$ cat src/rtl/vic_pkg.sv
package vic_pkg;
  localparam int unsigned VIC_NSRC  = 32;
  localparam int unsigned VIC_NSLOT = 16;
  localparam int unsigned VIC_DW    = 32;
  localparam int unsigned VIC_ABW   = 12;
  localparam int unsigned VIC_CW    = 8;

  localparam int unsigned OFS_ACK       = 'h030;
  localparam int unsigned OFS_DEF       = 'h034;
  localparam int unsigned OFS_SLOT_ADDR = 'h100;
  localparam int unsigned OFS_SLOT_CTRL = 'h200;
endpackage

$ cat src/rtl/vic_slot_regs.sv
module vic_slot_regs #(
  parameter int unsigned NSLOT = 16,
  parameter int unsigned DW    = 32,
  parameter int unsigned CW    = 8,
  localparam int unsigned IW   = $clog2(NSLOT)
) (
  input  logic                       clk_i,
  input  logic                       rst_ni,
  input  logic                       addr_we_i,
  input  logic                       ctrl_we_i,
  input  logic                       def_we_i,
  input  logic [IW-1:0]              idx_i,
  input  logic [DW-1:0]              wdata_i,
  output logic [NSLOT-1:0][DW-1:0]   slot_addr_o,
  output logic [NSLOT-1:0][CW-1:0]   slot_ctrl_o,
  output logic [DW-1:0]              def_addr_o
);
  for (genvar k = 0; k < NSLOT; k++) begin : g_slot
    always_ff @(posedge clk_i or negedge rst_ni) begin
      if (!rst_ni) begin
        slot_addr_o[k] <= '0;
        slot_ctrl_o[k] <= '0;
      end else if (idx_i == IW'(k)) begin
        if (addr_we_i) slot_addr_o[k] <= wdata_i;
        if (ctrl_we_i) slot_ctrl_o[k] <= wdata_i[CW-1:0];
      end
    end
  end

  always_ff @(posedge clk_i or negedge rst_ni) begin
    if (!rst_ni)       def_addr_o <= '0;
    else if (def_we_i) def_addr_o <= wdata_i;
  end
endmodule

$ cat src/rtl/vic_prec_mask.sv
module vic_prec_mask #(
  parameter int unsigned NSLOT = 16,
  parameter int unsigned NSRC  = 32,
  parameter int unsigned CW    = 8,
  localparam int unsigned SW   = $clog2(NSRC)
) (
  input  logic                          clk_i,
  input  logic                          rst_ni,
  input  logic [NSLOT-1:0][CW-1:0]      slot_ctrl_i,
  output logic [NSLOT:0][NSRC-1:0]      mask_o
);
  logic [NSLOT:0][NSRC-1:0] pre;
  logic [NSRC-1:0]          acc;

  // mask for level L = lines of enabled slots numbered below L
  always_comb begin
    acc = '0;
    for (int k = 0; k < NSLOT; k++) begin
      pre[k] = acc;
      if (slot_ctrl_i[k][SW]) acc[slot_ctrl_i[k][SW-1:0]] = 1'b1;
    end
    pre[NSLOT] = acc;
  end

  for (genvar l = 0; l <= NSLOT; l++) begin : g_lvl
    always_ff @(posedge clk_i or negedge rst_ni) begin
      if (!rst_ni) mask_o[l] <= '0;
      else         mask_o[l] <= pre[l];
    end
  end
endmodule

$ cat src/rtl/vic_level_ctl.sv
module vic_level_ctl #(
  parameter int unsigned NSLOT = 16,
  parameter int unsigned NSRC  = 32,
  localparam int unsigned LW   = $clog2(NSLOT + 2),
  localparam int unsigned IDLE = NSLOT + 1
) (
  input  logic                       clk_i,
  input  logic                       rst_ni,
  input  logic [NSLOT:0][NSRC-1:0]   mask_i,
  input  logic [NSRC-1:0]            raw_i,
  input  logic                       ack_rd_i,
  input  logic                       ack_wr_i,
  output logic [LW-1:0]              lvl_o,
  output logic [LW-1:0]              next_lvl_o,
  output logic [NSRC-1:0]            cur_mask_o
);
  logic [LW-1:0]          lvl_q;
  logic [LW-1:0]          scan_lvl;
  logic [NSLOT:0]         hit;
  logic [NSLOT:0][LW-1:0] save_q;

  // level i is taken if a raw line outranks level i+1 and i is above current
  for (genvar i = 0; i <= NSLOT; i++) begin : g_hit
    if (i < NSLOT) begin : g_slot
      assign hit[i] = (|(raw_i & mask_i[i+1])) && (LW'(i) < lvl_q);
    end else begin : g_def
      assign hit[i] = (|raw_i) && (LW'(i) < lvl_q);
    end
  end

  always_comb begin
    scan_lvl = lvl_q;
    for (int i = NSLOT; i >= 0; i--) begin
      if (hit[i]) scan_lvl = LW'(i);
    end
  end

  always_ff @(posedge clk_i or negedge rst_ni) begin
    if (!rst_ni) begin
      lvl_q <= LW'(IDLE);
      for (int i = 0; i <= NSLOT; i++) save_q[i] <= LW'(IDLE);
    end else if (ack_rd_i && (scan_lvl != lvl_q)) begin
      save_q[scan_lvl] <= lvl_q;
      lvl_q            <= scan_lvl;
    end else if (ack_wr_i && (lvl_q != LW'(IDLE))) begin
      lvl_q <= save_q[lvl_q];
    end
  end

  assign cur_mask_o = (lvl_q >= LW'(IDLE)) ? '1 : mask_i[lvl_q];
  assign lvl_o      = lvl_q;
  assign next_lvl_o = scan_lvl;
endmodule

$ cat src/rtl/nest_vic.sv
module nest_vic
  import vic_pkg::*;
#(
  parameter int unsigned NSRC  = VIC_NSRC,
  parameter int unsigned NSLOT = VIC_NSLOT,
  parameter int unsigned DW    = VIC_DW,
  parameter int unsigned ABW   = VIC_ABW,
  parameter int unsigned CW    = VIC_CW
) (
  input  logic            clk_i,
  input  logic            rst_ni,
  input  logic            req_i,
  input  logic            we_i,
  input  logic [ABW-1:0]  addr_i,
  input  logic [DW-1:0]   wdata_i,
  output logic [DW-1:0]   rdata_o,
  input  logic [NSRC-1:0] raw_i,
  input  logic [NSRC-1:0] pend_i,
  output logic            irq_o
);
  localparam int unsigned IW = $clog2(NSLOT);
  localparam int unsigned LW = $clog2(NSLOT + 2);

  logic [31:0]              a32;
  logic                     in_saddr, in_sctrl, is_def, is_ack;
  logic [IW-1:0]            idx;
  logic                     ack_rd, ack_wr;
  logic [NSLOT-1:0][DW-1:0] slot_addr;
  logic [NSLOT-1:0][CW-1:0] slot_ctrl;
  logic [DW-1:0]            def_addr;
  logic [NSLOT:0][NSRC-1:0] mask;
  logic [LW-1:0]            lvl_q, next_lvl;
  logic [NSRC-1:0]          cur_mask;
  logic [DW-1:0]            ack_addr, rd_mux, rdata_q;

  assign a32      = 32'(addr_i);
  assign in_saddr = (a32 >= OFS_SLOT_ADDR) && (a32 < OFS_SLOT_ADDR + 4 * NSLOT);
  assign in_sctrl = (a32 >= OFS_SLOT_CTRL) && (a32 < OFS_SLOT_CTRL + 4 * NSLOT);
  assign is_def   = (a32 == OFS_DEF);
  assign is_ack   = (a32 == OFS_ACK);
  assign idx      = addr_i[IW+1:2];
  assign ack_rd   = req_i && !we_i && is_ack;
  assign ack_wr   = req_i &&  we_i && is_ack;

  vic_slot_regs #(.NSLOT(NSLOT), .DW(DW), .CW(CW)) u_regs (
    .clk_i       (clk_i),
    .rst_ni      (rst_ni),
    .addr_we_i   (req_i && we_i && in_saddr),
    .ctrl_we_i   (req_i && we_i && in_sctrl),
    .def_we_i    (req_i && we_i && is_def),
    .idx_i       (idx),
    .wdata_i     (wdata_i),
    .slot_addr_o (slot_addr),
    .slot_ctrl_o (slot_ctrl),
    .def_addr_o  (def_addr)
  );

  vic_prec_mask #(.NSLOT(NSLOT), .NSRC(NSRC), .CW(CW)) u_mask (
    .clk_i       (clk_i),
    .rst_ni      (rst_ni),
    .slot_ctrl_i (slot_ctrl),
    .mask_o      (mask)
  );

  vic_level_ctl #(.NSLOT(NSLOT), .NSRC(NSRC)) u_lvl (
    .clk_i      (clk_i),
    .rst_ni     (rst_ni),
    .mask_i     (mask),
    .raw_i      (raw_i),
    .ack_rd_i   (ack_rd),
    .ack_wr_i   (ack_wr),
    .lvl_o      (lvl_q),
    .next_lvl_o (next_lvl),
    .cur_mask_o (cur_mask)
  );

  // level 16 and idle both hand out the default address
  assign ack_addr = (next_lvl >= LW'(NSLOT)) ? def_addr : slot_addr[next_lvl[IW-1:0]];

  always_comb begin
    rd_mux = '0;
    if (in_saddr)      rd_mux = slot_addr[idx];
    else if (in_sctrl) rd_mux = DW'(slot_ctrl[idx]);
    else if (is_def)   rd_mux = def_addr;
    else if (is_ack)   rd_mux = ack_addr;
  end

  always_ff @(posedge clk_i or negedge rst_ni) begin
    if (!rst_ni)              rdata_q <= '0;
    else if (req_i && !we_i)  rdata_q <= rd_mux;
  end

  assign rdata_o = rdata_q;
  assign irq_o   = |(pend_i & cur_mask);
endmodule

$ cat config.mk
export PLATFORM = sky130hd
export DESIGN_NAME = nest_vic
export DESIGN_NICKNAME = d
export VERILOG_FILES = /design/src/rtl/vic_pkg.sv /design/src/rtl/vic_slot_regs.sv /design/src/rtl/vic_prec_mask.sv /design/src/rtl/vic_level_ctl.sv /design/src/rtl/nest_vic.sv
export SDC_FILE = /design/constraint.sdc
export NUM_CORES = 2
export LEC_CHECK = 0
export BUFFER_PORTS_ARGS = -buffer_cell sky130_fd_sc_hd__clkbuf_2
export CAP_MARGIN = 0
export CORE_UTILIZATION = 49
export CTS_CLUSTER_SIZE = 25
export DETAILED_ROUTE_END_ITERATION = 10
export HOLD_SLACK_MARGIN = 0.1
export PLACE_DENSITY_LB_ADDON = 0.08
export SKIP_CTS_REPAIR_TIMING = 1
export SLEW_MARGIN = 25
export SYNTH_ARGS = -nofsm -noshare
export SYNTH_HDL_FRONTEND = slang
export SYNTH_SLANG_ARGS = --single-unit
$ cat constraint.sdc
create_clock -name clk_i -period 12.2 [get_ports clk_i]
set_input_delay 3.66 -clock clk_i [delete_from_list [all_inputs] [get_ports clk_i]]
set_output_delay 3.66 -clock clk_i [all_outputs]
set_load 0.05 [all_outputs]
# Yosys cells after proc, flatten, opt, wreduce, memory -nomap -nowiden
# Cells that the tools add are included.
dict set report word_totals {
  regBits 1306
  latch_bits 0
  ramBits 0
  mem_bits_ro 0
  inputBits 112
  out_inout_bits 33
  word_cells 363
  mem_count 0
}
dict set report classes {
  n_addsub 0
  mul 0
  div 0
  magnitude_cmp 60
  n_eq_ne 19
  shifts 0
  mux 86
  bitwise_logic 32
  n_reduce_logical 98
}
# op n
set ops {}
lappend ops {{$mux 32} 25}
lappend ops {{$reduce_or 32->1} 18}
lappend ops {{$and 32x32->32} 17}
lappend ops {{$or 32x32->32} 15}
lappend ops {{$bmux 32 s4} 2}
lappend ops {{$bmux 32 s5} 1}
lappend ops {{$lt 5x6->1 const B} 18}
lappend ops {{$mux 5} 21}
lappend ops {{$bwmux 85} 1}
lappend ops {{$ge 5x1->1 const B} 17}
lappend ops {{$demux 1 s5} 16}
lappend ops {{$reduce_and 2->1} 32}
lappend ops {{$logic_and 1x1->1} 45}
lappend ops {{$lt 4x5->1 const A} 8}
lappend ops {{$bmux 8 s4} 1}
lappend ops {{$eq 4x4->1 const B} 8}
lappend ops {{$bmux 5 s5} 1}
lappend ops {{$demux 5 s5} 1}
lappend ops {{$eq 12x6->1 const B} 2}
lappend ops {{$lt 3x5->1 const A} 4}
lappend ops {{$eq 4x3->1 const B} 4}
lappend ops {{$mux 1} 16}
lappend ops {{$ge 12x10->1 const B} 1}
lappend ops {{$ge 12x9->1 const B} 1}
lappend ops {{15 further kinds} 20}

# Longest topological paths before layout
dict set report logic_depth {
  depth_word 35
  mapped_depth 16
  ltp_nobuf 11
}

# By module
# From an unflattened synthesis, not the netlist that was laid out.
dict set report hier_totals {
  cells_unflattened 5310
  hier_area_um2 68677.1
}
# mod n_inst cells_per_inst area_per_inst_um2
set by_module_without_submodules {}
lappend by_module_without_submodules {vic_slot_regs 1 1502 25129.1}
lappend by_module_without_submodules {vic_prec_mask 1 1904 20925.1}
lappend by_module_without_submodules {vic_level_ctl 1 1059 11841.4}
lappend by_module_without_submodules {nest_vic 1 845 10781.6}

# Worst setup path after synthesis
# No wires, ideal clock.
dict set report synth_timing {
  path_kind {input to output}
  startpoint {input pend_i[28]}
  endpoint {output irq_o}
  arrival_ns 4.408
  t_required_ns 8.540
  setup_slack_ns 4.132
  path_stages 4
  cell_sequence {o221ai_1 -> nand4_1 -> nor4_1 -> nand2_1}
}
dict set report synth_between {
  elab_chain_len 2
}
# element line_no
set synth_rtl {}
lappend synth_rtl {{from (decl)} nest_vic.sv:18} ;# input logic [NSRC-1:0] pend_i,
lappend synth_rtl {{$and 32x32->32} nest_vic.sv:94} ;# assign irq_o = |(pend_i & cur_mask);
lappend synth_rtl {{$reduce_or 32->1} nest_vic.sv:94}
lappend synth_rtl {{to (decl)} nest_vic.sv:19} ;# output logic irq_o
# Every way passes these cells.

# Worst setup path in the final report
dict set report layout_timing {
  startpoint {register u_lvl.lvl_q[0], in the netlist u_lvl.lvl_o[0]}
  endpoint {output irq_o}
}
dict set report layout_between {
  elab_chain_len 5
}
# element line_no
set layout_rtl {}
lappend layout_rtl {{from (decl)} vic_level_ctl.sv:17} ;# logic [LW-1:0] lvl_q;
lappend layout_rtl {{from (signal assigned)} vic_level_ctl.sv:40} ;# lvl_q <= LW'(IDLE);
lappend layout_rtl {{from (signal assigned)} vic_level_ctl.sv:44} ;# lvl_q <= scan_lvl;
lappend layout_rtl {{from (signal assigned)} vic_level_ctl.sv:46} ;# lvl_q <= save_q[lvl_q];
lappend layout_rtl {{$bmux 32 s5} vic_level_ctl.sv:50} ;# assign cur_mask_o = (lvl_q >= LW'(IDLE)) ? '1 : mask_i[lvl_q];
lappend layout_rtl {{$mux 32 (implied by the code)} vic_level_ctl.sv:50}
lappend layout_rtl {{$mux 32 *} vic_level_ctl.sv:50}
lappend layout_rtl {{$and 32x32->32 *} nest_vic.sv:94}
lappend layout_rtl {{$reduce_or 32->1 *} nest_vic.sv:94}
# Mark *: on every way between the ends. The rest lies on a longest branch, timed or not. The select of a mux whose other input is x is not followed.

==> flow_metrics.py <==
metrics = {
    "final_layout": {
        "finalCoreUtilization_pct": 54.8,
        "layout-drive-gt1-share_pct": 30.7,
        "storage_cell_area_um2": 32700,
        "area.growth.synth_to_final_pct": 10.7,
        "layout.filler_cells": 11600,
        "final_cells": 7417,
        "finish.net_count": 5624,
        "multi_input_area_um2": 32500,
    },
    "min_path": {
        "holdCritPathClass": "reg -> reg",
    },
    "floorplanning": {
        "core_um2": 136000,
        "num_rows": 135,
        "start_util_pct": 49.5,
        "die_height_um": 373,
        "overall_die_area_um2": 139000,
        "die_x_um": 373,
        "top_level_ports": 145,
    },
    "logic_synthesis": {
        "postSynth.asyncResetShare_pct": 100,
        "ys.flop_type": "dfrtp_1",
        "yosysMostFrequentCell": "dfrtp_1",
        "post_synth_main_area_contributors": "dfrtp_1 47%, mux2_2 13%, mux4_2 9.4%, a22oi_1 3.0%, nand2_1 2.7%",
        "synthesis.instances": 5616,
        "ys_warn_count": 0,
        "synthesis.area_um2": 67300,
        "post_synth_most_frequent_cells": "1270 x dfrtp_1, 764 x mux2_2, 477 x nand2_1",
        "synth_edf_count": 0,
        "yosysSeqAreaShare_pct": 48.6,
        "synth_seq_cells": 1306,
        "syn_area_per_cell_um2": 12.0,
        "netlist.area_leader.share_pct": 47.2,
        "synth_top_area_cell": "dfrtp_1",
        "syn-num-nets": 5728,
        "synthDistinctLibCells": 92,
    },
    "worst_setup_path": {
        "worstPathBufferInverterCount": 2,
        "cp_common_cell": "a21oi_1",
        "endpoint_kind": "primary output",
        "critical-path-max-stage-delay_ns": 1.20,
        "crit_chain": "buf_12 -> mux2i_1 -> nor2_1 -> a21oi_1 -> a21oi_1 -> a211oi_1 -> a31oi_1 -> o221ai_1 -> nand4_1 -> nor4_1 -> nand2_1 -> clkbuf_2",
        "critical_path_peak_fanout": 120,
        "worstPathArrival_ns": 5.66,
        "critical_path_class": "reg -> out",
        "cp_slowest_cell": "dfstp_4",
        "cpLargestDelayFamily": "compound AO/OA/AOI/OAI gates",
        "data_required_time_of_the_critical_path_ns": 8.54,
        "setup.worst_path.start_class": "register",
    },
    "timing": {
        "setup_tns_ns": 0,
        "max_slew.worst_pin.slew_ns": 1.16,
        "rsz0062_at_grt": "false",
        "period_share_pct": 76.4,
        "setup_violations": 0,
        "final_critical_path_required_period_ns": 9.32,
        "layout_setup_ws_ns": 2.88,
        "timing.max_slew.rel_slack_pct": 22.9,
        "max_clock_freq_mhz": 107,
        "timing.clock.skew_ns": 0.0274,
        "timing_hold_violations_final": 0,
        "final_max_slew_viol_count": 0,
    },
    "drt": {
        "drt_iter0_drc": 7310,
        "post_detailed_routing_wire_length_um": 292000,
        "drtPass1Iterations": 10,
        "remaining_drc_errors": 0,
        "vias": 53100,
        "vias_per_cell": 7.16,
        "drtAntennaViolNets": 0,
        "wl_per_cell_um": 39.3,
    },
    "placed_design": {
        "dp_hpwl_um": 195000,
        "dpl.cell_count": 7140,
        "routabilityCongestion": 1.12,
        "place_worst_setup_slack_ns": 2.95,
        "numPortBuffers": 144,
    },
    "global_routing": {
        "globalRoute.totalOverflow": 0,
        "grtUsageMet3_pct": 12.5,
        "grt.busiest_layer": "met2",
        "maximum_number_of_pins_on_one_net_before_global_route_repair": 180,
        "global_route_wire_length_before_repair_um": 409000,
        "grtUsageMet1_pct": 51.5,
        "number_of_global_route_vias_before_repair": 51500,
        "grt_usage_pct": 41.9,
        "grt_use_met2_pct": 63.3,
        "grt_antenna_before_repair": 18,
    },
    "clock_network": {
        "cts-root-to-sink-buffers": 3,
        "numCtsBuffers": 144,
        "numClockSinks": 1306,
        "tritoncts_clock_tree": "built",
        "clockRootBuffer": "clkbuf_16",
        "clk_latency_ns": 0.80,
        "htreeDepth": 4,
        "clk_pin_slew_ns": 0.06,
    },
    "pwr": {
        "total_leakage_power_nw": 34.2,
        "power_density_nw_per_um2": 127,
        "max-vdd-ir-drop_mv": 0.118,
    },
    "status": {
        "outcome": "finished clean",
    },
    "run": {
        "max_cap_viol_count": 0,
    },
}
[metrics by stage]
step,power [W],cell area (um2),hold slack (ns)
floorplan,0.00469,67300,0.452
global placement,0.00494,69300,0.462
detailed placement,0.00494,69300,0.471
CTS,0.00950,74300,0.484
global route,0.00970,74500,0.502
finish,0.00945,74500,0.483
[where the power goes]
| part | leakage (nW) | total [W] | internal, W | switching [W] |
|---|---|---|---|---|
| sequential | 18.0 | 0.00442 | 0.00437 | 0.0000465 |
| combinational | 13.7 | 0.000455 | 0.000112 | 0.000343 |
| clock | 2.46 | 0.00458 | 0.00269 | 0.00190 |
[sequential cells by signal, indices dropped and copies added, names as in the netlist]
register            cells
u_regs.slot_ctrl_o    128
u_lvl.lvl_o             5
u_lvl.save_q           85
u_mask.mask_o         512
u_regs.def_addr_o      32
u_regs.slot_addr_o    512
rdata_o                32
[per-layer routing]
layer | share of wire (%) | up-vias
met3 | 9.9 | 1076
met5 | 0.079 | -
met4 | 8.4 | 16
met2 | 45 | 3480
met1 | 37 | 27400
li1 | - | 21100
[final timing paths]
check / from / to / slack [ns] / cells past startpoint
setup reg to reg: u_lvl.lvl_o[0]$_DFFE_PN1P_ / rdata_o[8]$_DFFE_PN0P_ / 5.78 / 11
min in group asynchronous: rst_ni / u_mask.mask_o[533]$_DFF_PN0_ / 2.86 / 1
max in group asynchronous: rst_ni / u_regs.slot_addr_o[252]$_DFFE_PN0P_ / 7.02 / 3
hold / removal: u_lvl.save_q[63]$_DFFE_PN0P_ / u_lvl.save_q[63]$_DFFE_PN0P_ / 0.48 / 1
setup / recovery: u_lvl.lvl_o[0]$_DFFE_PN1P_ / irq_o / 2.88 / 12
hold reg to reg: u_lvl.save_q[63]$_DFFE_PN0P_ / u_lvl.save_q[63]$_DFFE_PN0P_ / 0.48 / 1
[placed cells by master (no fill, tap or decap), types with 21 or more instances in the layout]
master	count
a211o_1	26
mux4_2	280
or2_2	27
dfrtp_1	1267
a32oi_1	50
nor4_1	21
o22ai_1	48
a21o_1	141
nor3_1	26
a31oi_1	62
nor2_1	227
o211ai_1	86
clkbuf_1	27
a22oi_1	267
a221oi_1	51
and3b_1	32
nand2_1	472
dfstp_2	35
buf_4	98
clkbuf_8	28
o21bai_1	79
clkbuf_16	146
a222oi_1	32
mux2i_1	152
clkinv_2	26
o21ai_0	150
or3_1	21
nor3b_1	37
inv_1	72
mux2_2	764
nand4_1	99
clkbuf_2	142
nand3_1	71
and3_1	31
a211oi_1	40
o221ai_1	39
a21oi_1	121
nand3b_1	47
a211oi_2	23
or3b_2	24
[cell families after synthesis]
family	share of synthesized area, %
buf+inv	3.66
flops	48.6
compound gates	14.1
mux	24.6
xor+xnor	0.0372
simple gates	9.04
[cell type report]
cell class	count	area share [%]
flip-flops and latches	1306	43.9
clock buffers	200	5.54
multi-input cells	3726	43.6
repair buffers	259	2.38
well taps	1781	2.99
inverters	75	0.378
clock inverters	61	1.18
diodes	9	0.0302
Note: power is estimated with default switching activity, not from simulation.
